[src/rtl/lane_source_delay_pkg.sv]
package lane_source_delay_pkg;

  localparam int LFSR_W   = 16;
  localparam int SAMPLE_W = 8;

  // Source codes held in each select nibble
  typedef enum logic [3:0] {
    SRC_ADC     = 4'd0,
    SRC_NOISE_A = 4'd1,
    SRC_NOISE_B = 4'd2,
    SRC_ZERO    = 4'd3
  } src_code_e;

  // One step of the maximal-length register, taps 16,14,13,11
  function automatic logic [LFSR_W-1:0] lfsr_advance(input logic [LFSR_W-1:0] s);
    logic fb;
    fb = s[15] ^ s[13] ^ s[12] ^ s[10];
    return {s[LFSR_W-2:0], fb};
  endfunction

  // Seed byte to full register value; a zero seed is replaced
  function automatic logic [LFSR_W-1:0] seed_to_state(input logic [SAMPLE_W-1:0] b);
    logic [LFSR_W-1:0] v;
    v = {{(LFSR_W-SAMPLE_W){1'b0}}, b};
    if (b == '0) v = {{(LFSR_W-1){1'b0}}, 1'b1};
    return v;
  endfunction

  // Value after reset, identical to the zero-seed replacement
  function automatic logic [LFSR_W-1:0] idle_state();
    return {{(LFSR_W-1){1'b0}}, 1'b1};
  endfunction

endpackage

[src/rtl/lsd_noise_gen.sv]
module lsd_noise_gen
  import lane_source_delay_pkg::*;
#(
  parameter int SEED_W = 8
) (
  input  logic              clk,
  input  logic              rst,
  input  logic              load_en,
  input  logic [SEED_W-1:0] seed_byte,
  output logic [LFSR_W-1:0] state,
  output logic [SAMPLE_W-1:0] sample
);

  logic [LFSR_W-1:0] state_q;
  logic [LFSR_W-1:0] state_d;

  always_comb begin
    if (load_en) state_d = seed_to_state(seed_byte);
    else         state_d = lfsr_advance(state_q);
  end

  always_ff @(posedge clk) begin
    if (rst) state_q <= idle_state();
    else     state_q <= state_d;
  end

  assign state  = state_q;
  assign sample = state_q[SAMPLE_W-1:0];

endmodule

[src/rtl/lsd_lane.sv]
module lsd_lane
  import lane_source_delay_pkg::*;
#(
  parameter int CODE_W  = 4,
  parameter int DLY_W   = 4,
  parameter int NUM_GEN = 2,
  localparam int DEPTH  = 1 << DLY_W
) (
  input  logic                         clk,
  input  logic                         rst,
  input  logic [CODE_W-1:0]            code,
  input  logic [DLY_W-1:0]             dly,
  input  logic [SAMPLE_W-1:0]          adc,
  input  logic [NUM_GEN*SAMPLE_W-1:0]  noise_flat,
  output logic [SAMPLE_W-1:0]          pick,
  output logic [SAMPLE_W-1:0]          out
);

  logic [SAMPLE_W-1:0] hist_q [DEPTH];

  // Source multiplexer: code 0 = digitizer, 1..NUM_GEN = generators, rest zero
  always_comb begin
    pick = '0;
    if (code == CODE_W'(SRC_ADC)) pick = adc;
    for (int g = 0; g < NUM_GEN; g++) begin
      if (code == CODE_W'(g + 1)) pick = noise_flat[g*SAMPLE_W +: SAMPLE_W];
    end
  end

  // History shift register; entry k holds the pick from k edges ago
  always_ff @(posedge clk) begin
    if (rst) begin
      for (int k = 0; k < DEPTH; k++) hist_q[k] <= '0;
    end else begin
      hist_q[0] <= pick;
      for (int k = 1; k < DEPTH; k++) hist_q[k] <= hist_q[k-1];
    end
  end

  assign out = hist_q[dly];

endmodule

[src/rtl/lane_source_delay.sv]
module lane_source_delay
  import lane_source_delay_pkg::*;
#(
  parameter int NUM_LANES = 8,
  parameter int CODE_W    = 4,
  parameter int DLY_W     = 4,
  parameter int NUM_GEN   = 2,
  parameter int SEED_SLOTS = 4,
  localparam int LANE_W   = NUM_LANES * SAMPLE_W,
  localparam int SEL_W    = NUM_LANES * CODE_W,
  localparam int DSEL_W   = NUM_LANES * DLY_W,
  localparam int SEEDW_W  = SEED_SLOTS * SAMPLE_W
) (
  input  logic              clk,
  input  logic              rst,
  input  logic [LANE_W-1:0] adc_lanes,
  input  logic [SEL_W-1:0]  src_sel,
  input  logic [DSEL_W-1:0] dly_sel,
  input  logic [SEEDW_W-1:0] seed_word,
  input  logic              arm,
  output logic [LANE_W-1:0] lane_out
);

  // Named internal events for the checker
  logic                          arm_q;
  logic                          arm_evt;
  logic [NUM_GEN*LFSR_W-1:0]     gen_state_flat;
  logic [NUM_GEN*SAMPLE_W-1:0]   noise_flat;
  logic [LANE_W-1:0]             pick_flat;

  // Arm rising-edge detector
  always_ff @(posedge clk) begin
    if (rst) arm_q <= 1'b0;
    else     arm_q <= arm;
  end
  assign arm_evt = arm & ~arm_q;

  // Noise generators, one seed byte each
  for (genvar g = 0; g < NUM_GEN; g++) begin : gen_noise
    lsd_noise_gen #(.SEED_W(SAMPLE_W)) noise_i (
      .clk       (clk),
      .rst       (rst),
      .load_en   (arm_evt),
      .seed_byte (seed_word[g*SAMPLE_W +: SAMPLE_W]),
      .state     (gen_state_flat[g*LFSR_W +: LFSR_W]),
      .sample    (noise_flat[g*SAMPLE_W +: SAMPLE_W])
    );
  end

  // Per-lane select and delay paths
  for (genvar i = 0; i < NUM_LANES; i++) begin : gen_lane
    lsd_lane #(
      .CODE_W  (CODE_W),
      .DLY_W   (DLY_W),
      .NUM_GEN (NUM_GEN)
    ) lane_i (
      .clk        (clk),
      .rst        (rst),
      .code       (src_sel[i*CODE_W +: CODE_W]),
      .dly        (dly_sel[i*DLY_W +: DLY_W]),
      .adc        (adc_lanes[i*SAMPLE_W +: SAMPLE_W]),
      .noise_flat (noise_flat),
      .pick       (pick_flat[i*SAMPLE_W +: SAMPLE_W]),
      .out        (lane_out[i*SAMPLE_W +: SAMPLE_W])
    );
  end

endmodule

[config.mk]
export PLATFORM = sky130hd
export DESIGN_NAME = lane_source_delay
export DESIGN_NICKNAME = d
export VERILOG_FILES = /design/src/rtl/lane_source_delay_pkg.sv /design/src/rtl/lsd_noise_gen.sv /design/src/rtl/lsd_lane.sv /design/src/rtl/lane_source_delay.sv
export SDC_FILE = /design/constraint.sdc
export NUM_CORES = 1
export LEC_CHECK = 0
export ABC_AREA = 1
export BUFFER_PORTS_ARGS = -buffer_cell sky130_fd_sc_hd__buf_2
export CORE_MARGIN = 2
export CORE_UTILIZATION = 60
export DETAILED_ROUTE_END_ITERATION = 10
export PLACE_DENSITY_LB_ADDON = 0.25
export SLEW_MARGIN = 30
export SYNTH_ARGS = -nofsm -noshare
export SYNTH_HDL_FRONTEND = slang
export SYNTH_SLANG_ARGS = --single-unit
[constraint.sdc]
create_clock -name clk -period 1.6 [get_ports clk]
set_input_delay 0.4 -clock clk [delete_from_list [all_inputs] [get_ports clk]]
set_output_delay 0.4 -clock clk [all_outputs]
set_load 0.01 [all_outputs]
==> flow_metrics.tcl, run 1 <==
set metrics [dict create \
    hpwlAfterDp_um 64340 \
    tritoncts "built" \
    path_clk_slew_ns 0.06 \
    setup_violations 64 \
    drive_gt1_share_pct 32.64 \
    clkLatencyLatePin_ns 0.66 \
    avgViaCountPerCell 5.146 \
    crit_path_start_kind "flip-flop" \
    met1_usage_pct 37.30 \
    rsz0062_at_grt "true" \
    arrival_ns 1.62 \
    grt_overflow_total 0 \
    power_leakage_uw 0.02412 \
    rows 96 \
    skew_ns 0.009465 \
    final_common_cell "nand2_1" \
    start_util_pct 60.78 \
    ant_nets 0 \
    die_area_um2 71850 \
    ys_ff_latch 1057 \
    vias 37244 \
    cts_max_level 3 \
    grt_pass1_vias 33997 \
    hold_path_depth 2 \
    slowest_delay_ns 0.32 \
    fillCellCount 4720 \
    numCtsBuffers 105 \
    tightest_slew_ns 0.5707 \
    worst_hold_slack_ns 0.05140 \
    cts.sinks 1057 \
    regArea_um2 21570 \
    yosys_warnings 0 \
    wire_per_inst_um 15.21 \
    wl_um 110100 \
    grt_use_met2_pct 45.26 \
    maxCapViolations 0 \
    synthesis.nets 6096 \
    hp-start "rst" \
    crit_family "simple AND/OR/NAND/NOR gates" \
    die_h_um 268.1 \
    reg2reg_depth 12 \
    multiInputGateArea_um2 17040 \
    status "complete, but fails checks" \
    required_ns 1.20 \
    hold_viol 0 \
    timing.final.crit_share_pct 126.5 \
    grt_pass1_wl_um 165200 \
    drv_slew 0 \
    die_w_um 268.1 \
    grt_max_degree 114 \
    r2r_start "gen_lane[0].lane_i.hist_q[1][3]" \
    drc 0 \
    min_period_ns 2.024 \
    grt_use_total_pct 27.98 \
    syn_to_final_growth_pct 25.57 \
    avgSynthCellArea_um2 7.051 \
    core_um2 68830 \
    min_to "gen_lane[4].lane_i.hist_q[10][7]" \
    place.gp.congestion 0.8549 \
    drt-initial-drc-count 3264 \
    netlist_area_um2 41840 \
    cp-end-kind "primary output" \
    busiest_layer "met2" \
    synth-seq-area-share_pct 50.58 \
    finish.utilization_pct 76.33 \
    cts_root_buffer "clkbuf_16" \
    setup_ws_ns -0.4239 \
    hold_class "in -> reg" \
    clock_path_buffers 3 \
    max_freq_ghz 0.4941 \
    use_met3_pct 4.252 \
    p_per_area_nw_per_um2 1108 \
    antenna_found_initial 5 \
    pin_count 227 \
    r2r_slack_ns 0.04 \
    syn_inst 5933 \
    dr.pass1.iters 8 \
    timing.rr.end "gen_lane[0].lane_i.hist_q[2][3]" \
    path_cells "inv_1 > nand2_1 > nand3_2 > nand3_1 > nand3_1 > nand2_1 > buf_2" \
    path_buf_inv 2 \
    crit_cells 7 \
    irDropWorstVdd_mv 0.9503 \
    nets 6382 \
    io_buffers 210 \
    slowest_stage "dfxtp_2" \
    relSlewSlack_pct 61.90 \
    mostFrequentLayoutCells "1033 x nand2_1, 988 x nor2_1, 765 x inv_1" \
    violations "negative setup slack" \
    ys_types 23 \
    cp_max_fo 1 \
    path_class "reg -> out" \
]
-- repair_timing --
item	CTS	global route
pin swaps	241	393
endpoints found under the setup margin	64	67
hold endpoints to repair	9	0
hold buffers	9	0
setup buffers	74	27
gates resized for setup	354	1030
gates cloned	0	2
-- area by class of cell --
type	instances	share of cell area (%)
clock inverters	47	1.208
multi-input cells	3365	32.43
flip-flops and latches	1057	41.07
diodes	1	0.004763
inverters	1164	8.322
well taps	931	2.217
repair buffers	526	8.893
clock buffers	146	5.859
-- routing by layer --
layer | vias up | wire length [um]
li1 | 18314 | -
met1 | 17329 | 45990
met2 | 1310 | 52380
met3 | 283 | 7295
met4 | 8 | 4388
met5 | - | 44
-- sequential cells by signal, summed over array words and instances, names as in the netlist --
name                     count
arm_q                        1
gen_noise.noise_i.state     32
gen_lane.lane_i.hist_q    1024
-- cell families after synthesis --
| logic type | synth area share (%) |
|---|---|
| buffers and inverters | 15.13 |
| AOI/OAI and AO/OA | 0.6819 |
| and+or+nand+nor | 33.52 |
| xor gates and xnor gates | 0.08376 |
| DFF | 50.58 |
-- metrics by stage --
| stage | cell area (um^2) | total power (uW) | std cells | setup slack (ns) | TNS [ns] |
|---|---|---|---|---|---|
| floorplan | 41840 | 29910 | 5933 | 0.08808 | 0 |
| detailed placement | 44600 | 31620 | 6942 | -0.3774 | -15.18 |
| CTS | 49890 | 57740 | 7218 | -0.4063 | -24.12 |
| global placement | 44600 | 31570 | 6942 | -0.3358 | -14.78 |
| finish | 52530 | 58210 | 7237 | -0.4239 | -22.72 |
| global route | 52530 | 59910 | 7237 | -0.4867 | -27.69 |
-- worst max-delay path by stage --
| stage | startpoint | to | slack, ns |
|---|---|---|---|
| after detailed placement | dly_sel[24] | lane_out[51] | -0.38 |
| after floorplan | dly_sel[10] | lane_out[20] | 0.09 |
| after global placement | dly_sel[24] | lane_out[50] | -0.34 |
| after CTS | gen_lane[4].lane_i.hist_q[14][7] | lane_out[39] | -0.41 |
| final | gen_lane[4].lane_i.hist_q[15][5] | lane_out[37] | -0.42 |
| after global routing | gen_lane[4].lane_i.hist_q[14][5] | lane_out[37] | -0.49 |
-- power by group --
part | switching, uW | internal, uW | total (uW)
Sequential | 78.6 | 26400 | 26500
Combinational | 3510 | 2030 | 5540
Clock | 10300 | 15800 | 26100
-- Yosys cell counts --
library cell / count / area, um^2
a21oi_1: 17 / 85.08
clkinv_1: 7 / 26.28
inv_1: 1132 / 4249
buf_1: 14 / 52.55
nor2_1: 990 / 3716
nor3_2: 1 / 10.01
buf_6: 25 / 281.5
o21ai_0: 40 / 200.2
xor2_1: 2 / 17.52
nand2_1: 1216 / 4564
clkbuf_1: 12 / 45.04
dfxtp_1: 1057 / 21160
nand2b_1: 4 / 25.02
nand2_2: 8 / 50.05
nor2_2: 1 / 6.260
inv_2: 25 / 93.84
nor2_4: 15 / 168.9
xnor2_1: 2 / 17.52
buf_2: 248 / 1241
nand3_1: 962 / 4815
nand4_1: 107 / 669.4
buf_4: 40 / 300.3
clkbuf_2: 8 / 40.04
-- worst reg2reg max path, stage by stage, from the launching register on --
cell and delay, ns:
dfxtp_2 0.32, inv_2 0.04, buf_4 0.12, buf_6 0.11
buf_6 0.11, buf_6 0.11, buf_6 0.10, buf_6 0.11
buf_6 0.11, buf_6 0.10, buf_6 0.11, buf_6 0.10
nor2_1 0.07
Power figures use the tool's default switching activity.
==> inputs of run 2 (changes only) <==
Clock period 1.6 ns to 2.13 ns, I/O delays scaled along.
==> run 2 against run 1 <==
The flow still finishes with violations (negative setup slack). Final cell count is 2.3% lower. Combinational power fell by 33%. Non-clock buffer count decreased by 157. Clock power down 28%. Via count decreased by 4.0%. Critical path type unchanged. Power decreased by 27%. Sequential share of layout area rose by 1.6 points. Flip-flop and latch count did not move. Design area is 4.4% lower. Critical endpoint is now lane_out[25].
==> flow_metrics.tcl, run 2 (same netlist as run 1, synthesis figures left out) <==
set metrics [dict create \
    fillCellCount 5162 \
    drc 0 \
    core_um2 68830 \
    start_util_pct 60.78 \
    timing.rr.end "gen_lane[5].lane_i.hist_q[0][3]" \
    crit_path_start_kind "flip-flop" \
    drt-initial-drc-count 2996 \
    r2r_start "gen_noise[1].noise_i.state[3]" \
    grt_overflow_total 0 \
    finish.utilization_pct 72.97 \
    largest_register_ff_count 1024 \
    die_area_um2 71850 \
    cts.sinks 1057 \
    regArea_um2 21450 \
    vias 35759 \
    tritoncts "built" \
    place.gp.congestion 0.8187 \
    cp-end-kind "primary output" \
    rsz0062_at_grt "true" \
    finalSetupTns_ns -0.02594 \
    hold_class "in -> reg" \
    tightest_slew_ns 0.9344 \
    syn_to_final_growth_pct 20.05 \
    max_freq_ghz 0.4661 \
    multiInputGateArea_um2 16520 \
    clock_path_buffers 3 \
    die_w_um 268.1 \
    clkLatencyLatePin_ns 0.65 \
    skew_ns 0.009743 \
    arrival_ns 1.61 \
    grt_pass1_wl_um 156700 \
    path_class "reg -> out" \
    grt_pass1_vias 32149 \
    preCtsSetupSlack_ns -0.1336 \
    cts_max_level 3 \
    min_period_ns 2.145 \
    maxCapViolations 0 \
    cp_max_fo 2 \
    hold_path_depth 3 \
    antenna_found_initial 7 \
    reg2reg_depth 4 \
    path_clk_slew_ns 0.07 \
    die_h_um 268.1 \
    drive_gt1_share_pct 24.53 \
    rows 96 \
    violations "negative setup slack" \
    setup_ws_ns -0.01526 \
    required_ns 1.60 \
    placed_cells 6873 \
    p_per_area_nw_per_um2 848.5 \
    hpwlAfterDp_um 60490 \
    numCtsBuffers 103 \
    wl_um 101300 \
    nets 6223 \
    ant_nets 0 \
    top_register "gen_lane.lane_i.hist_q" \
    io_buffers 210 \
    relSlewSlack_pct 37.62 \
    status "complete, but fails checks" \
    avgViaCountPerCell 5.057 \
    r2r_slack_ns 0.72 \
    irDropWorstVdd_mv 0.6710 \
    pin_count 227 \
    drv_slew 0 \
    mostFrequentLayoutCells "1091 x nand2_1, 990 x nor2_1, 923 x inv_1" \
    grt_use_total_pct 26.51 \
    timing.final.crit_share_pct 100.7 \
    dr.pass1.iters 6 \
    grt_max_degree 148 \
    cts_root_buffer "clkbuf_16" \
    wire_per_inst_um 14.33 \
    finalNonFillerCells 7071 \
    power_leakage_uw 0.02298 \
    final_common_cell "nand2_1" \
    min_to "arm_q" \
    hold_viol 0 \
    hp-start "arm" \
    setup_violations 3 \
]
==> run 2: cell types whose count changed in the layout (fill, tap and decap cells not counted), sizes merged <==
cell,before,now
buf,514,367
diode,1,4
clkinv,37,31
inv,1157,1159
bufinv,15,13
clkinvlp,2,3
dlygate4sd3,9,0
clkbuf,149,141
==> run 2: report_power, final <==
part           total [uW]  switching [uW]  leakage, uW  internal (uW)
registers           20100             186      0.00864          19900
logic                3710            2380       0.0126           1330
clock network       18800            7610      0.00174          11200
==> run 2: stage by stage <==
step / power [uW] / instance area (um^2) / hold WS, ns
after global routing: 43960 / 50220 / 0.1111
after floorplan: 22470 / 41840 / 0.3936
after detailed placement: 23580 / 43810 / 0.3999
final: 42610 / 50220 / 0.1073
after CTS: 42390 / 47980 / 0.07657
after global placement: 23550 / 43810 / 0.3939
==> run 2: worst max-delay path, cell delays in order (launching register included) <==
cell and delay [ns]:
dfxtp_1 0.32, inv_1 0.06, nand2_1 0.10, nand3_1 0.10, nand3_2 0.09, nand3_2 0.08, nand2_2 0.10, buf_6 0.10
==> run 2: cell type report <==
class	instances	area share (%)
Antenna cell	4	0.01993
Inverter	1164	8.719
Sequential cell	1057	42.71
Tap cell	931	2.319
Clock buffer	139	5.869
Timing Repair Buffer	369	6.350
Multi-Input combinational cell	3365	32.89
Clock inverter	42	1.126
==> run 2: repair_timing <==
action                                  4_1_cts  5_1_grt
endpoints found under the setup margin       56       64
pin swaps                                    91      330
buffers inserted                              3        8
resized for setup                           167      822
gates cloned                                  0        2
hold buffers                                  0        0
==> run 2: how the worst max path moves through the flow <==
stage	start	endpoint	slack, ns	cells after the start
2_1_floorplan	dly_sel[10]	lane_out[20]	0.35	6
3_3_place_gp	dly_sel[24]	lane_out[54]	-0.13	9
3_5_place_dp	dly_sel[24]	lane_out[54]	-0.13	8
4_1_cts	gen_lane[0].lane_i.hist_q[14][7]	lane_out[7]	-0.03	7
5_1_grt	gen_lane[3].lane_i.hist_q[2][1]	lane_out[25]	-0.11	7
6_report	gen_lane[3].lane_i.hist_q[2][1]	lane_out[25]	-0.02	7
==> run 2: routing by layer <==
metal	vias to the layer above	global-route usage (%)	part of all wire [%]
li1	17963	-	-
met1	16611	35.57	43
met2	963	42.53	47
met3	216	4.472	6.1
met4	6	10.90	3.5
met5	-	0	0.035
